$ cat src/rtl/rdp_pkg.sv
package rdp_pkg;

    typedef enum logic [0:0] {
        ST_SWEEP = 1'b0,
        ST_READY = 1'b1
    } rdp_state_e;

    typedef enum logic [1:0] {
        KIND_FOLLOW   = 2'd0,
        KIND_LEAD_REC = 2'd1,
        KIND_LEAD_BIM = 2'd2
    } set_kind_e;

    localparam logic [15:0] RAND_SEED = 16'hACE1;

    function automatic logic [15:0] rand_next(input logic [15:0] x);
        return {x[14:0], x[15] ^ x[13] ^ x[12] ^ x[10]};
    endfunction

endpackage

$ cat src/rtl/rdp_victim_pick.sv
module rdp_victim_pick #(
    parameter int WAYS  = 4,
    parameter int WAY_W = $clog2(WAYS)
) (
    input  logic [WAYS-1:0]       vld,
    input  logic [WAYS*WAY_W-1:0] pos,
    output logic [WAY_W-1:0]      victim
);
    localparam logic [WAY_W-1:0] LAST_RANK = WAY_W'(WAYS - 1);

    logic             free_found;
    logic [WAY_W-1:0] free_way;
    logic [WAY_W-1:0] tail_way;

    always_comb begin
        free_found = 1'b0;
        free_way   = '0;
        for (int i = WAYS - 1; i >= 0; i--) begin
            if (!vld[i]) begin
                free_found = 1'b1;
                free_way   = WAY_W'(i);
            end
        end
    end

    always_comb begin
        tail_way = '0;
        for (int i = 0; i < WAYS; i++) begin
            if (pos[i*WAY_W +: WAY_W] == LAST_RANK) begin
                tail_way = WAY_W'(i);
            end
        end
    end

    assign victim = free_found ? free_way : tail_way;

endmodule

$ cat src/rtl/rdp_stack_update.sv
module rdp_stack_update #(
    parameter int WAYS  = 4,
    parameter int WAY_W = $clog2(WAYS)
) (
    input  logic [WAYS*WAY_W-1:0] pos_in,
    input  logic [WAY_W-1:0]      tgt_way,
    input  logic [WAY_W-1:0]      tgt_rank,
    output logic [WAYS*WAY_W-1:0] pos_out
);
    logic [WAY_W-1:0] old_rank;

    assign old_rank = pos_in[tgt_way*WAY_W +: WAY_W];

    for (genvar g = 0; g < WAYS; g++) begin : g_way
        logic [WAY_W-1:0] cur;
        logic             move_down;
        logic             move_up;

        assign cur       = pos_in[g*WAY_W +: WAY_W];
        assign move_down = (tgt_rank < old_rank) && (cur >= tgt_rank) && (cur < old_rank);
        assign move_up   = (tgt_rank > old_rank) && (cur > old_rank) && (cur <= tgt_rank);

        always_comb begin
            if (tgt_way == WAY_W'(g)) begin
                pos_out[g*WAY_W +: WAY_W] = tgt_rank;
            end else if (move_down) begin
                pos_out[g*WAY_W +: WAY_W] = cur + 1'b1;
            end else if (move_up) begin
                pos_out[g*WAY_W +: WAY_W] = cur - 1'b1;
            end else begin
                pos_out[g*WAY_W +: WAY_W] = cur;
            end
        end
    end

endmodule

$ cat src/rtl/rdp_policy_sel.sv
module rdp_policy_sel
    import rdp_pkg::*;
#(
    parameter int SETS     = 64,
    parameter int LEADERS  = 8,
    parameter int PSEL_W   = 10,
    parameter int BIM_BITS = 5,
    parameter int SET_W    = $clog2(SETS)
) (
    input  logic             clk,
    input  logic             rst_n,
    input  logic [SET_W-1:0] set_idx,
    input  logic             miss_evt,
    output logic             mru_ins
);
    localparam int STRIDE = SETS / LEADERS;
    localparam int OFF_W  = $clog2(STRIDE);
    localparam logic [PSEL_W-1:0] PSEL_INIT = PSEL_W'((1 << (PSEL_W - 1)) - 1);
    localparam logic [PSEL_W-1:0] PSEL_MAX  = '1;

    logic [15:0]       rnd_q;
    logic [PSEL_W-1:0] psel_q;
    logic [OFF_W-1:0]  off;
    set_kind_e         kind;
    logic              bim_mru;

    assign off     = set_idx[OFF_W-1:0];
    assign bim_mru = (rnd_q[BIM_BITS-1:0] == '0);

    always_comb begin
        if (off == '0) begin
            kind = KIND_LEAD_REC;
        end else if (off == OFF_W'(STRIDE - 1)) begin
            kind = KIND_LEAD_BIM;
        end else begin
            kind = KIND_FOLLOW;
        end
    end

    always_comb begin
        unique case (kind)
            KIND_LEAD_REC: mru_ins = 1'b1;
            KIND_LEAD_BIM: mru_ins = bim_mru;
            KIND_FOLLOW:   mru_ins = psel_q[PSEL_W-1] ? bim_mru : 1'b1;
            default:       mru_ins = 1'b1;
        endcase
    end

    always_ff @(posedge clk or negedge rst_n) begin
        if (!rst_n) begin
            rnd_q <= RAND_SEED;
        end else begin
            rnd_q <= rand_next(rnd_q);
        end
    end

    always_ff @(posedge clk or negedge rst_n) begin
        if (!rst_n) begin
            psel_q <= PSEL_INIT;
        end else if (miss_evt) begin
            if (kind == KIND_LEAD_REC && psel_q != PSEL_MAX) begin
                psel_q <= psel_q + 1'b1;
            end else if (kind == KIND_LEAD_BIM && psel_q != '0) begin
                psel_q <= psel_q - 1'b1;
            end
        end
    end

endmodule

$ cat src/rtl/rdp_ctrl.sv
module rdp_ctrl
    import rdp_pkg::*;
#(
    parameter int WAYS     = 4,
    parameter int SETS     = 64,
    parameter int LEADERS  = 8,
    parameter int PSEL_W   = 10,
    parameter int BIM_BITS = 5,
    parameter int WAY_W    = $clog2(WAYS),
    parameter int SET_W    = $clog2(SETS)
) (
    input  logic                   clk,
    input  logic                   rst_n,
    input  logic                   acc_valid,
    input  logic                   acc_hit,
    input  logic [WAY_W-1:0]       acc_way,
    input  logic [SET_W-1:0]       acc_set,
    output logic                   ready,
    output logic                   rsp_valid,
    output logic [WAY_W-1:0]       rsp_way,
    output logic                   rsp_mru,
    output logic [WAYS*WAY_W-1:0]  rsp_stack
);
    localparam int STACK_W = WAYS * WAY_W;
    localparam logic [SET_W-1:0] LAST_SET  = SET_W'(SETS - 1);
    localparam logic [WAY_W-1:0] LAST_RANK = WAY_W'(WAYS - 1);

    rdp_state_e       state_q;
    rdp_state_e       state_d;
    logic [SET_W-1:0] sweep_q;

    logic [STACK_W-1:0] pos_mem [SETS];
    logic [WAYS-1:0]    vld_mem [SETS];

    logic [STACK_W-1:0] ident;
    logic [STACK_W-1:0] cur_pos;
    logic [WAYS-1:0]    cur_vld;
    logic [WAY_W-1:0]   victim;
    logic               mru_ins;
    logic               take;
    logic               miss_evt;
    logic               sweep_wr;
    logic [WAY_W-1:0]   tgt_way;
    logic [WAY_W-1:0]   tgt_rank;
    logic               tgt_mru;
    logic [STACK_W-1:0] new_pos;
    logic [WAYS-1:0]    new_vld;

    always_comb begin
        for (int i = 0; i < WAYS; i++) begin
            ident[i*WAY_W +: WAY_W] = WAY_W'(i);
        end
    end

    assign cur_pos = pos_mem[acc_set];
    assign cur_vld = vld_mem[acc_set];

    // state register
    always_ff @(posedge clk or negedge rst_n) begin
        if (!rst_n) begin
            state_q <= ST_SWEEP;
            sweep_q <= '0;
        end else begin
            state_q <= state_d;
            if (state_q == ST_SWEEP) begin
                sweep_q <= sweep_q + 1'b1;
            end
        end
    end

    // next state and per-state outputs
    always_comb begin
        state_d  = state_q;
        ready    = 1'b0;
        sweep_wr = 1'b0;
        unique case (state_q)
            ST_SWEEP: begin
                sweep_wr = 1'b1;
                if (sweep_q == LAST_SET) begin
                    state_d = ST_READY;
                end
            end
            ST_READY: begin
                ready = 1'b1;
            end
            default: begin
                state_d = ST_SWEEP;
            end
        endcase
    end

    assign take     = ready && acc_valid;
    assign miss_evt = take && !acc_hit;

    rdp_victim_pick #(
        .WAYS  (WAYS),
        .WAY_W (WAY_W)
    ) u_pick (
        .vld    (cur_vld),
        .pos    (cur_pos),
        .victim (victim)
    );

    rdp_policy_sel #(
        .SETS     (SETS),
        .LEADERS  (LEADERS),
        .PSEL_W   (PSEL_W),
        .BIM_BITS (BIM_BITS),
        .SET_W    (SET_W)
    ) u_policy (
        .clk      (clk),
        .rst_n    (rst_n),
        .set_idx  (acc_set),
        .miss_evt (miss_evt),
        .mru_ins  (mru_ins)
    );

    assign tgt_way  = acc_hit ? acc_way : victim;
    assign tgt_mru  = acc_hit || mru_ins;
    assign tgt_rank = tgt_mru ? '0 : LAST_RANK;

    rdp_stack_update #(
        .WAYS  (WAYS),
        .WAY_W (WAY_W)
    ) u_upd (
        .pos_in   (cur_pos),
        .tgt_way  (tgt_way),
        .tgt_rank (tgt_rank),
        .pos_out  (new_pos)
    );

    always_comb begin
        new_vld = cur_vld;
        new_vld[tgt_way] = 1'b1;
    end

    // replacement state storage
    always_ff @(posedge clk) begin
        if (sweep_wr) begin
            pos_mem[sweep_q] <= ident;
            vld_mem[sweep_q] <= '0;
        end else if (take) begin
            pos_mem[acc_set] <= new_pos;
            vld_mem[acc_set] <= new_vld;
        end
    end

    // response register
    always_ff @(posedge clk or negedge rst_n) begin
        if (!rst_n) begin
            rsp_valid <= 1'b0;
            rsp_way   <= '0;
            rsp_mru   <= 1'b0;
            rsp_stack <= '0;
        end else begin
            rsp_valid <= take;
            if (take) begin
                rsp_way   <= tgt_way;
                rsp_mru   <= tgt_mru;
                rsp_stack <= new_pos;
            end
        end
    end

endmodule

$ cat config.mk
export PLATFORM = sky130hd
export DESIGN_NAME = rdp_ctrl
export DESIGN_NICKNAME = d
export VERILOG_FILES = /design/src/rtl/rdp_pkg.sv /design/src/rtl/rdp_victim_pick.sv /design/src/rtl/rdp_stack_update.sv /design/src/rtl/rdp_policy_sel.sv /design/src/rtl/rdp_ctrl.sv
export SDC_FILE = /design/constraint.sdc
export NUM_CORES = 1
export LEC_CHECK = 0
export ABC_AREA = 1
export BUFFER_PORTS_ARGS = -buffer_cell sky130_fd_sc_hd__buf_2
export CORE_UTILIZATION = 54
export CTS_BUF_LIST = sky130_fd_sc_hd__clkbuf_16
export DETAILED_ROUTE_END_ITERATION = 10
export MAX_ROUTING_LAYER = met4
export PLACE_DENSITY = 0.7
export SYNTH_ARGS = -nofsm -noshare
export SYNTH_HDL_FRONTEND = slang
export SYNTH_SLANG_ARGS = --single-unit
export TNS_END_PERCENT = 1
$ cat constraint.sdc
create_clock -name clk -period 6.4 [get_ports clk]
set_input_delay 0.96 -clock clk [delete_from_list [all_inputs] [get_ports clk]]
set_output_delay 0.96 -clock clk [all_outputs]
set_load 0.03 [all_outputs]
==> metrics.csv, run 1 <==
stage,metric,value,unit
status,status,finished clean,
yosys,synth_warnings,0,
floorplanning,start_util,0.5475,
route,avgViaCountPerCell,5.982,
placed_design,place_ws,3.514,ps
yosys,synth-edff-count,768,
timing,fin_crit,5959,ps
yosys,synth_top_area_frac,0.6825,
floorplanning,die_w,252.1,um
route,met3_length,8706,um
cells_and_area,design_area,38590,um^2
yosys,synth-seq-cells,813,
worst_setup_path,cp_slowest_cell,inv_2,
global_route,grt_use_total,0.2967,
global_route,overflow,0,
timing,slew_viol_final,0,
yosys,yosysUniqueCellTypes,43,
yosys,synthFlopType,edfxtp_1,
clocking,numCtsBuffers,82,
yosys,syn_nets,2925,
global_route,grt_max_degree,84,
cells_and_area,final_nets,3048,
worst_setup_path,cp-start-kind,input pin,
yosys,synth_top_cell_by_area,edfxtp_1,
timing,relSlewSlack,0.1470,
clocking,clockBufferDepth,3,
global_route,grt_pass1_wl,136300,um
worst_setup_path,r2r_slack,940,ps
yosys,ys_top_cells_by_area,"edfxtp_1 68%, nand2_1 7.9%, nor2_1 4.5%",
yosys,synth_async_sr_flop_share,0.05535,
job,drv_cap,0,
worst_setup_path,end_kind,flip-flop,
floorplanning,fp.coreArea,61710,um^2
cells_and_area,antennaDiodeCount,0,
placed_design,dp_cells,3763,
floorplanning,rows,91,
clocking,holdBufCountCts,0,
timing,finalSetupViolCount,0,
timing,hold_ws,353.7,ps
yosys,yosysSeqAreaShare,0.7165,
yosys,synthCells,2887,
clocking,path_clk_slew,60,ps
placed_design,routabilityCongestion,0.9551,
global_route,grt_pass1_vias,22303,
route,m1WireLength,36720,um
cells_and_area,syn2layout_area_growth,14.21,%
cells_and_area,stdcell_count,3916,
route,drc,0,
route,wl_met2,42470,um
timing,max_freq,167.8,MHz
floorplanning,num_io_pins,25,
timing,grt_setup_unrepaired,false,
power,p_leak,13.01,nW
yosys,avgSynthCellArea,11.70,um^2
clocking,cts_tree,done,
worst_setup_path,critPathKind,input pin to flip-flop,
worst_setup_path,critical_path_required,6680,ps
clocking,post_cts_buffers,0,
route,drtAntennaViolNets,0,
worst_setup_path,critPathMaxStageDelay,720,ps
worst_setup_path,cpMostUsedCell,nand2_1,
cells_and_area,final_util,0.6253,
hold_path,min_path_type,flip-flop to flip-flop,
worst_setup_path,crit_arrival,6240,ps
route,drt_iter0_markers,2856,
clocking,worstSkewPairLatency,630,ps
placed_design,hpwlAfterDp,55080,um
clocking,clock_sinks,813,
floorplanning,die_y,252.1,um
timing,fin_ws,441.2,ps
route,dr.pass1.iters,8,
yosys,synth.cell_area,33790,um^2
placed_design,port_buffers,24,
timing,worst_slew_pin_slew,1275,ps
route,vias,23425,
route,topRoutingLayerUsed,met4,
power,ir_worst_vdd,0.2167,mV
placed_design,placed_cell_area,35910,um^2
power,power.density,291.7,nW/um^2
timing,fin_skew,28.55,ps
global_route,antenna_found_initial,0,
floorplanning,dieArea,63580,um^2
cells_and_area,layout-drive-gt1-share,0.1198,
timing,hold_viol_final,0,
route,routed_wire_length_per_instance,23.25,um
route,wl,91060,um
timing,finalCritPeriodShare,0.9311,
clocking,h-tree-depth,3,
worst_setup_path,path_max_fanout,64,
clocking,post_cts_resized,0,
clocking,clock-root-buffer,clkbuf_16,
==> Yosys cell counts, drive strengths merged (25+ instances only) <==
| cell | count |
|---|---|
| clkbuf | 61 |
| o21ai | 298 |
| o22ai | 144 |
| nand2 | 710 |
| a21oi | 93 |
| inv | 78 |
| dfrtp | 28 |
| nand3 | 69 |
| buf | 93 |
| nor2 | 409 |
| edfxtp | 768 |
| ha | 25 |
==> cell usage in the layout (no fill, tap or decap), drive strengths merged <==
master / Yosys / layout
edfxtp: 768 / 768
nand2: 710 / 710
nor2: 409 / 409
o21ai: 298 / 298
buf: 93 / 193
o22ai: 144 / 144
inv: 78 / 95
a21oi: 93 / 93
clkbuf: 61 / 83
nand3: 69 / 69
clkinv: 3 / 40
dfrtp: 28 / 28
ha: 25 / 25
nand4: 24 / 24
mux2i: 21 / 21
dfstp: 17 / 17
xor2: 9 / 9
bufinv: 0 / 9
or2: 8 / 8
clkinvlp: 0 / 7
xnor2: 5 / 5
o32ai: 4 / 4
nor3: 4 / 4
o21bai: 3 / 3
nand3b: 3 / 3
o211ai: 2 / 2
nor3b: 1 / 1
a2111oi: 1 / 1
o41ai: 1 / 1
a221oi: 1 / 1
nor2b: 1 / 1
nor4: 1 / 1
a211oi: 1 / 1
fa: 1 / 1
==> final cells by class <==
cell class | instances | area (um^2)
clock buffers | 83 | 2077
clock inverters | 70 | 605.6
fillers | 4646 | 23120
inverters | 81 | 312.8
multi-input cells | 1839 | 8549
flip-flops and latches | 813 | 24210
well taps | 837 | 1047
repair buffers | 193 | 1789
==> power by group <==
part           switching [W]  internal (W)
sequential                 0       0.00573
clock                0.00201       0.00274
combinational       0.000523      0.000254
==> layer usage <==
layer	vias up	global-route usage
li1	10461	-
met1	11486	0.4090
met2	1303	0.4508
met3	175	0.04439
met4	0	0.1103
met5	-	-
==> kinds of logic (layout without fill, tap and decap cells) <==
kind of cell,after synthesis,after routing,share of synthesized area
muxes,21,21,0.006221
and+or+nand+nor,1230,1230,0.1431
adders and majority gates,26,26,0.009850
xor gates and xnor gates,14,14,0.003629
AOI/OAI and AO/OA,548,548,0.08813
buffers and inverters,235,427,0.03259
DFF,813,813,0.7165
==> state kept, by name, indices dropped and copies added (netlist names) <==
signal and cells:
vld_mem 256, rsp_mru 1, rsp_valid 1, state_q 1
pos_mem 512, rsp_way 2, sweep_q 6, rsp_stack 8
u_policy.rnd_q 16, u_policy.psel_q 10
==> stage by stage <==
step                      power (W)  TNS [ps]
after global placement     0.006588         0
after detailed placement   0.006601         0
final                       0.01126         0
after floorplan            0.006310    -39050
after global routing        0.01156         0
after CTS                   0.01129         0
==> final timing paths <==
check	start	to	cells past startpoint
setup / recovery	acc_set[0]	pos_mem[2][3]$_DFFE_PP_	35
hold / removal	u_policy.rnd_q[9]$_DFF_PN0_	u_policy.rnd_q[10]$_DFF_PN1_	0
setup reg to reg	pos_mem[41][5]$_DFFE_PP_	pos_mem[2][3]$_DFFE_PP_	32
hold reg to reg	u_policy.rnd_q[9]$_DFF_PN0_	u_policy.rnd_q[10]$_DFF_PN1_	0
max in group asynchronous	rst_n	rsp_stack[3]$_DFFE_PN0P_	1
min in group asynchronous	rst_n	rsp_stack[1]$_DFFE_PN0P_	1
==> worst max-delay path: cells and delay by family <==
family | cells | cell delay (ps)
fa+ha+maj | 2 | 450
buf+inv | 10 | 1910
simple gates | 17 | 1660
compound gates | 6 | 1080
Note: power is estimated with default switching activity, not from simulation.
==> inputs of run 2 (changes only) <==
==> constraint.sdc (replaced) <==
create_clock -name clk -period 6.4 [get_ports clk]
set_input_delay 0.64 -clock clk [delete_from_list [all_inputs] [get_ports clk]]
set_output_delay 0.64 -clock clk [all_outputs]
set_load 0.03 [all_outputs]
==> metrics.csv, run 2 (synthesized netlist as in run 1, its figures left out) <==
stage,metric,value,unit,change
global_route,grt_pass1_wl,137600,um,+1.0%
worst_setup_path,cp_slowest_cell,inv_2,,
placed_design,routabilityCongestion,0.9455,,-1.0%
global_route,grt_use_total,0.3016,,+0.004897
job,drv_cap,0,,unchanged
cells_and_area,multi_input_area,8557,um^2,about the same
clocking,clock-root-buffer,clkbuf_16,,
cells_and_area,largest_reg_flops,512,,unchanged
worst_setup_path,cp-start-kind,input pin,,
clocking,clock_sinks,813,,unchanged
cells_and_area,fillCellCount,4734,,+1.9%
placed_design,hpwlAfterDp,55610,um,+0.95%
cells_and_area,final_common_cell,edfxtp_1,,
timing,fin_skew,38.41,ps,+9.856 ps
worst_setup_path,end_kind,flip-flop,,
cells_and_area,mostFrequentLayoutCells,"768 x edfxtp_1, 703 x nand2_1, 403 x nor2_1",,
worst_setup_path,cpMostUsedCell,nand2_1,,
clocking,h-tree-depth,3,,unchanged
worst_setup_path,path_buf_inv,9,,-1
hold_path,min_path_type,input pin to asynchronous set/reset pin,,
timing,slew_viol_final,0,,unchanged
floorplanning,die_y,252.1,um,unchanged
clocking,post_cts_buffers,0,,unchanged
global_route,antenna_found_initial,1,,+1
cells_and_area,layout-drive-gt1-share,0.1182,,-0.001624
timing,max_freq,173.7,MHz,+3.5%
timing,fin_crit,5756,ps,-202.4 ps
worst_setup_path,path_max_fanout,64,,unchanged
floorplanning,dieArea,63580,um^2,unchanged
floorplanning,die_w,252.1,um,unchanged
timing,worst_slew_pin_slew,1221,ps,-54.07 ps
floorplanning,start_util,0.5475,,unchanged
placed_design,dp_cells,3768,,+0.13%
timing,grt_setup_unrepaired,false,,
timing,hold_viol_final,0,,unchanged
clocking,numCtsBuffers,82,,unchanged
clocking,cts_tree,done,,
status,status,finished clean,,
route,avgViaCountPerCell,6.003,,+0.35%
clocking,path_clk_slew,60,ps,about the same
global_route,grt_pass1_vias,22378,,+0.34%
route,wl,92290,um,+1.4%
route,dr.pass1.iters,6,,-2
timing,finalSetupTns,0,ps,unchanged
floorplanning,fp.coreArea,61710,um^2,unchanged
cells_and_area,top_register,pos_mem,,
route,routed_wire_length_per_instance,23.56,um,+1.3%
placed_design,port_buffers,24,,unchanged
cells_and_area,syn2layout_area_growth,14.09,%,
timing,relSlewSlack,0.1773,,+0.03029
global_route,grt_max_degree,97,,+15%
worst_setup_path,crit_arrival,6050,ps,-190 ps
worst_setup_path,critPathMaxStageDelay,720,ps,about the same
floorplanning,num_io_pins,25,,unchanged
timing,finalSetupViolCount,0,,unchanged
global_route,overflow,0,,unchanged
power,ir_worst_vdd,0.2083,mV,-3.9%
power,power.density,288.2,nW/um^2,-1.2%
clocking,holdBufCountCts,0,,unchanged
worst_setup_path,crit_family,buffers and inverters,,
route,drc,0,,unchanged
worst_setup_path,critical_path_required,6690,ps,about the same
timing,finalCritPeriodShare,0.8994,,-0.03162
clocking,post_cts_resized,0,,unchanged
cells_and_area,stdcell_count,3917,,+0.026%
route,drt_iter0_markers,3097,,+8.4%
clocking,clockBufferDepth,3,,unchanged
cells_and_area,final_nets,3053,,+0.16%
power,p_leak,13.02,nW,about the same
cells_and_area,top_regs,"pos_mem: 512 flops, vld_mem: 256 flops, u_policy.rnd_q: 16 flops",,
worst_setup_path,critPathKind,input pin to flip-flop,,
floorplanning,rows,91,,unchanged
route,drtAntennaViolNets,0,,unchanged
route,vias,23513,,+0.38%
clocking,worstSkewPairLatency,650,ps,+20 ps
cells_and_area,regArea,24210,um^2,unchanged
==> run 2: cell types whose count changed in the layout (fill, tap and decap cells not counted), sizes merged <==
cell	delta
diode	+1
clkinvlp	-4
buf	+5
clkinv	-5
clkbuf	-1
inv	+7
bufinv	-2
==> run 2: through the flow <==
stage / total power (W) / setup slack [ps] / hold WS [ps] / utilization / cell area [um^2]
2_1_floorplan: 0.006310 / 155.3 / 331.2 / - / 33790
3_3_place_gp: 0.006580 / 241.4 / 331.8 / 0.5832 / 35990
3_5_place_dp: 0.006591 / 104.1 / 335.5 / 0.5832 / 35990
4_1_cts: 0.01113 / 748.2 / 191.6 / 0.6246 / 38550
5_1_grt: 0.01142 / 155.4 / 269.6 / 0.6246 / 38550
6_report: 0.01111 / 643.6 / 185.5 / 0.6247 / 38550
==> run 2: worst paths after layout <==
path                            depth (start not counted)                           to  slack (ps)                        start
worst max-delay path                                   37     pos_mem[34][4]$_DFFE_PP_         640                   acc_set[1]
max in group asynchronous                               1     rsp_stack[4]$_DFFE_PN0P_        5610                        rst_n
worst max register to register                         32     pos_mem[34][4]$_DFFE_PP_         840     pos_mem[53][2]$_DFFE_PP_
min in group clk                                        0  u_policy.rnd_q[9]$_DFF_PN0_         350  u_policy.rnd_q[8]$_DFF_PN0_
worst min register to register                          0  u_policy.rnd_q[9]$_DFF_PN0_         350  u_policy.rnd_q[8]$_DFF_PN0_
worst min-delay path                                    1  u_policy.rnd_q[9]$_DFF_PN0_         190                        rst_n
==> run 2: final cells by class <==
type | count | area share
flip-flops and latches | 813 | 0.6280
repair buffers | 198 | 0.04836
well taps | 837 | 0.02717
clock buffers | 82 | 0.05323
diodes | 1 | 0.00006491
multi-input cells | 1839 | 0.2220
inverters | 81 | 0.008114
clock inverters | 66 | 0.01308
==> run 2: worst register-to-register path, delay by kind of cell (launching register included) <==
kind	cells	cell delay, ps
buf+inv	3	920
flops	1	370
simple gates	18	1620
fa+ha+maj	2	480
compound gates	9	1780
==> run 2: where the power goes <==
| group | internal [W] | leakage [nW] | switching (W) |
|---|---|---|---|
| sequential | 0.00573 | 5.93 | 0 |
| combinational | 0.000246 | 5.77 | 0.000519 |
| clock | 0.00262 | 1.32 | 0.00200 |
| total | 0.00859 | 13.0 | 0.00252 |
==> run 2: routing by layer <==
layer,track usage,wire length [um]
met1,0.4158,36900
met2,0.4557,42820
met3,0.04449,9240
met4,0.1190,3329
met5,-,0
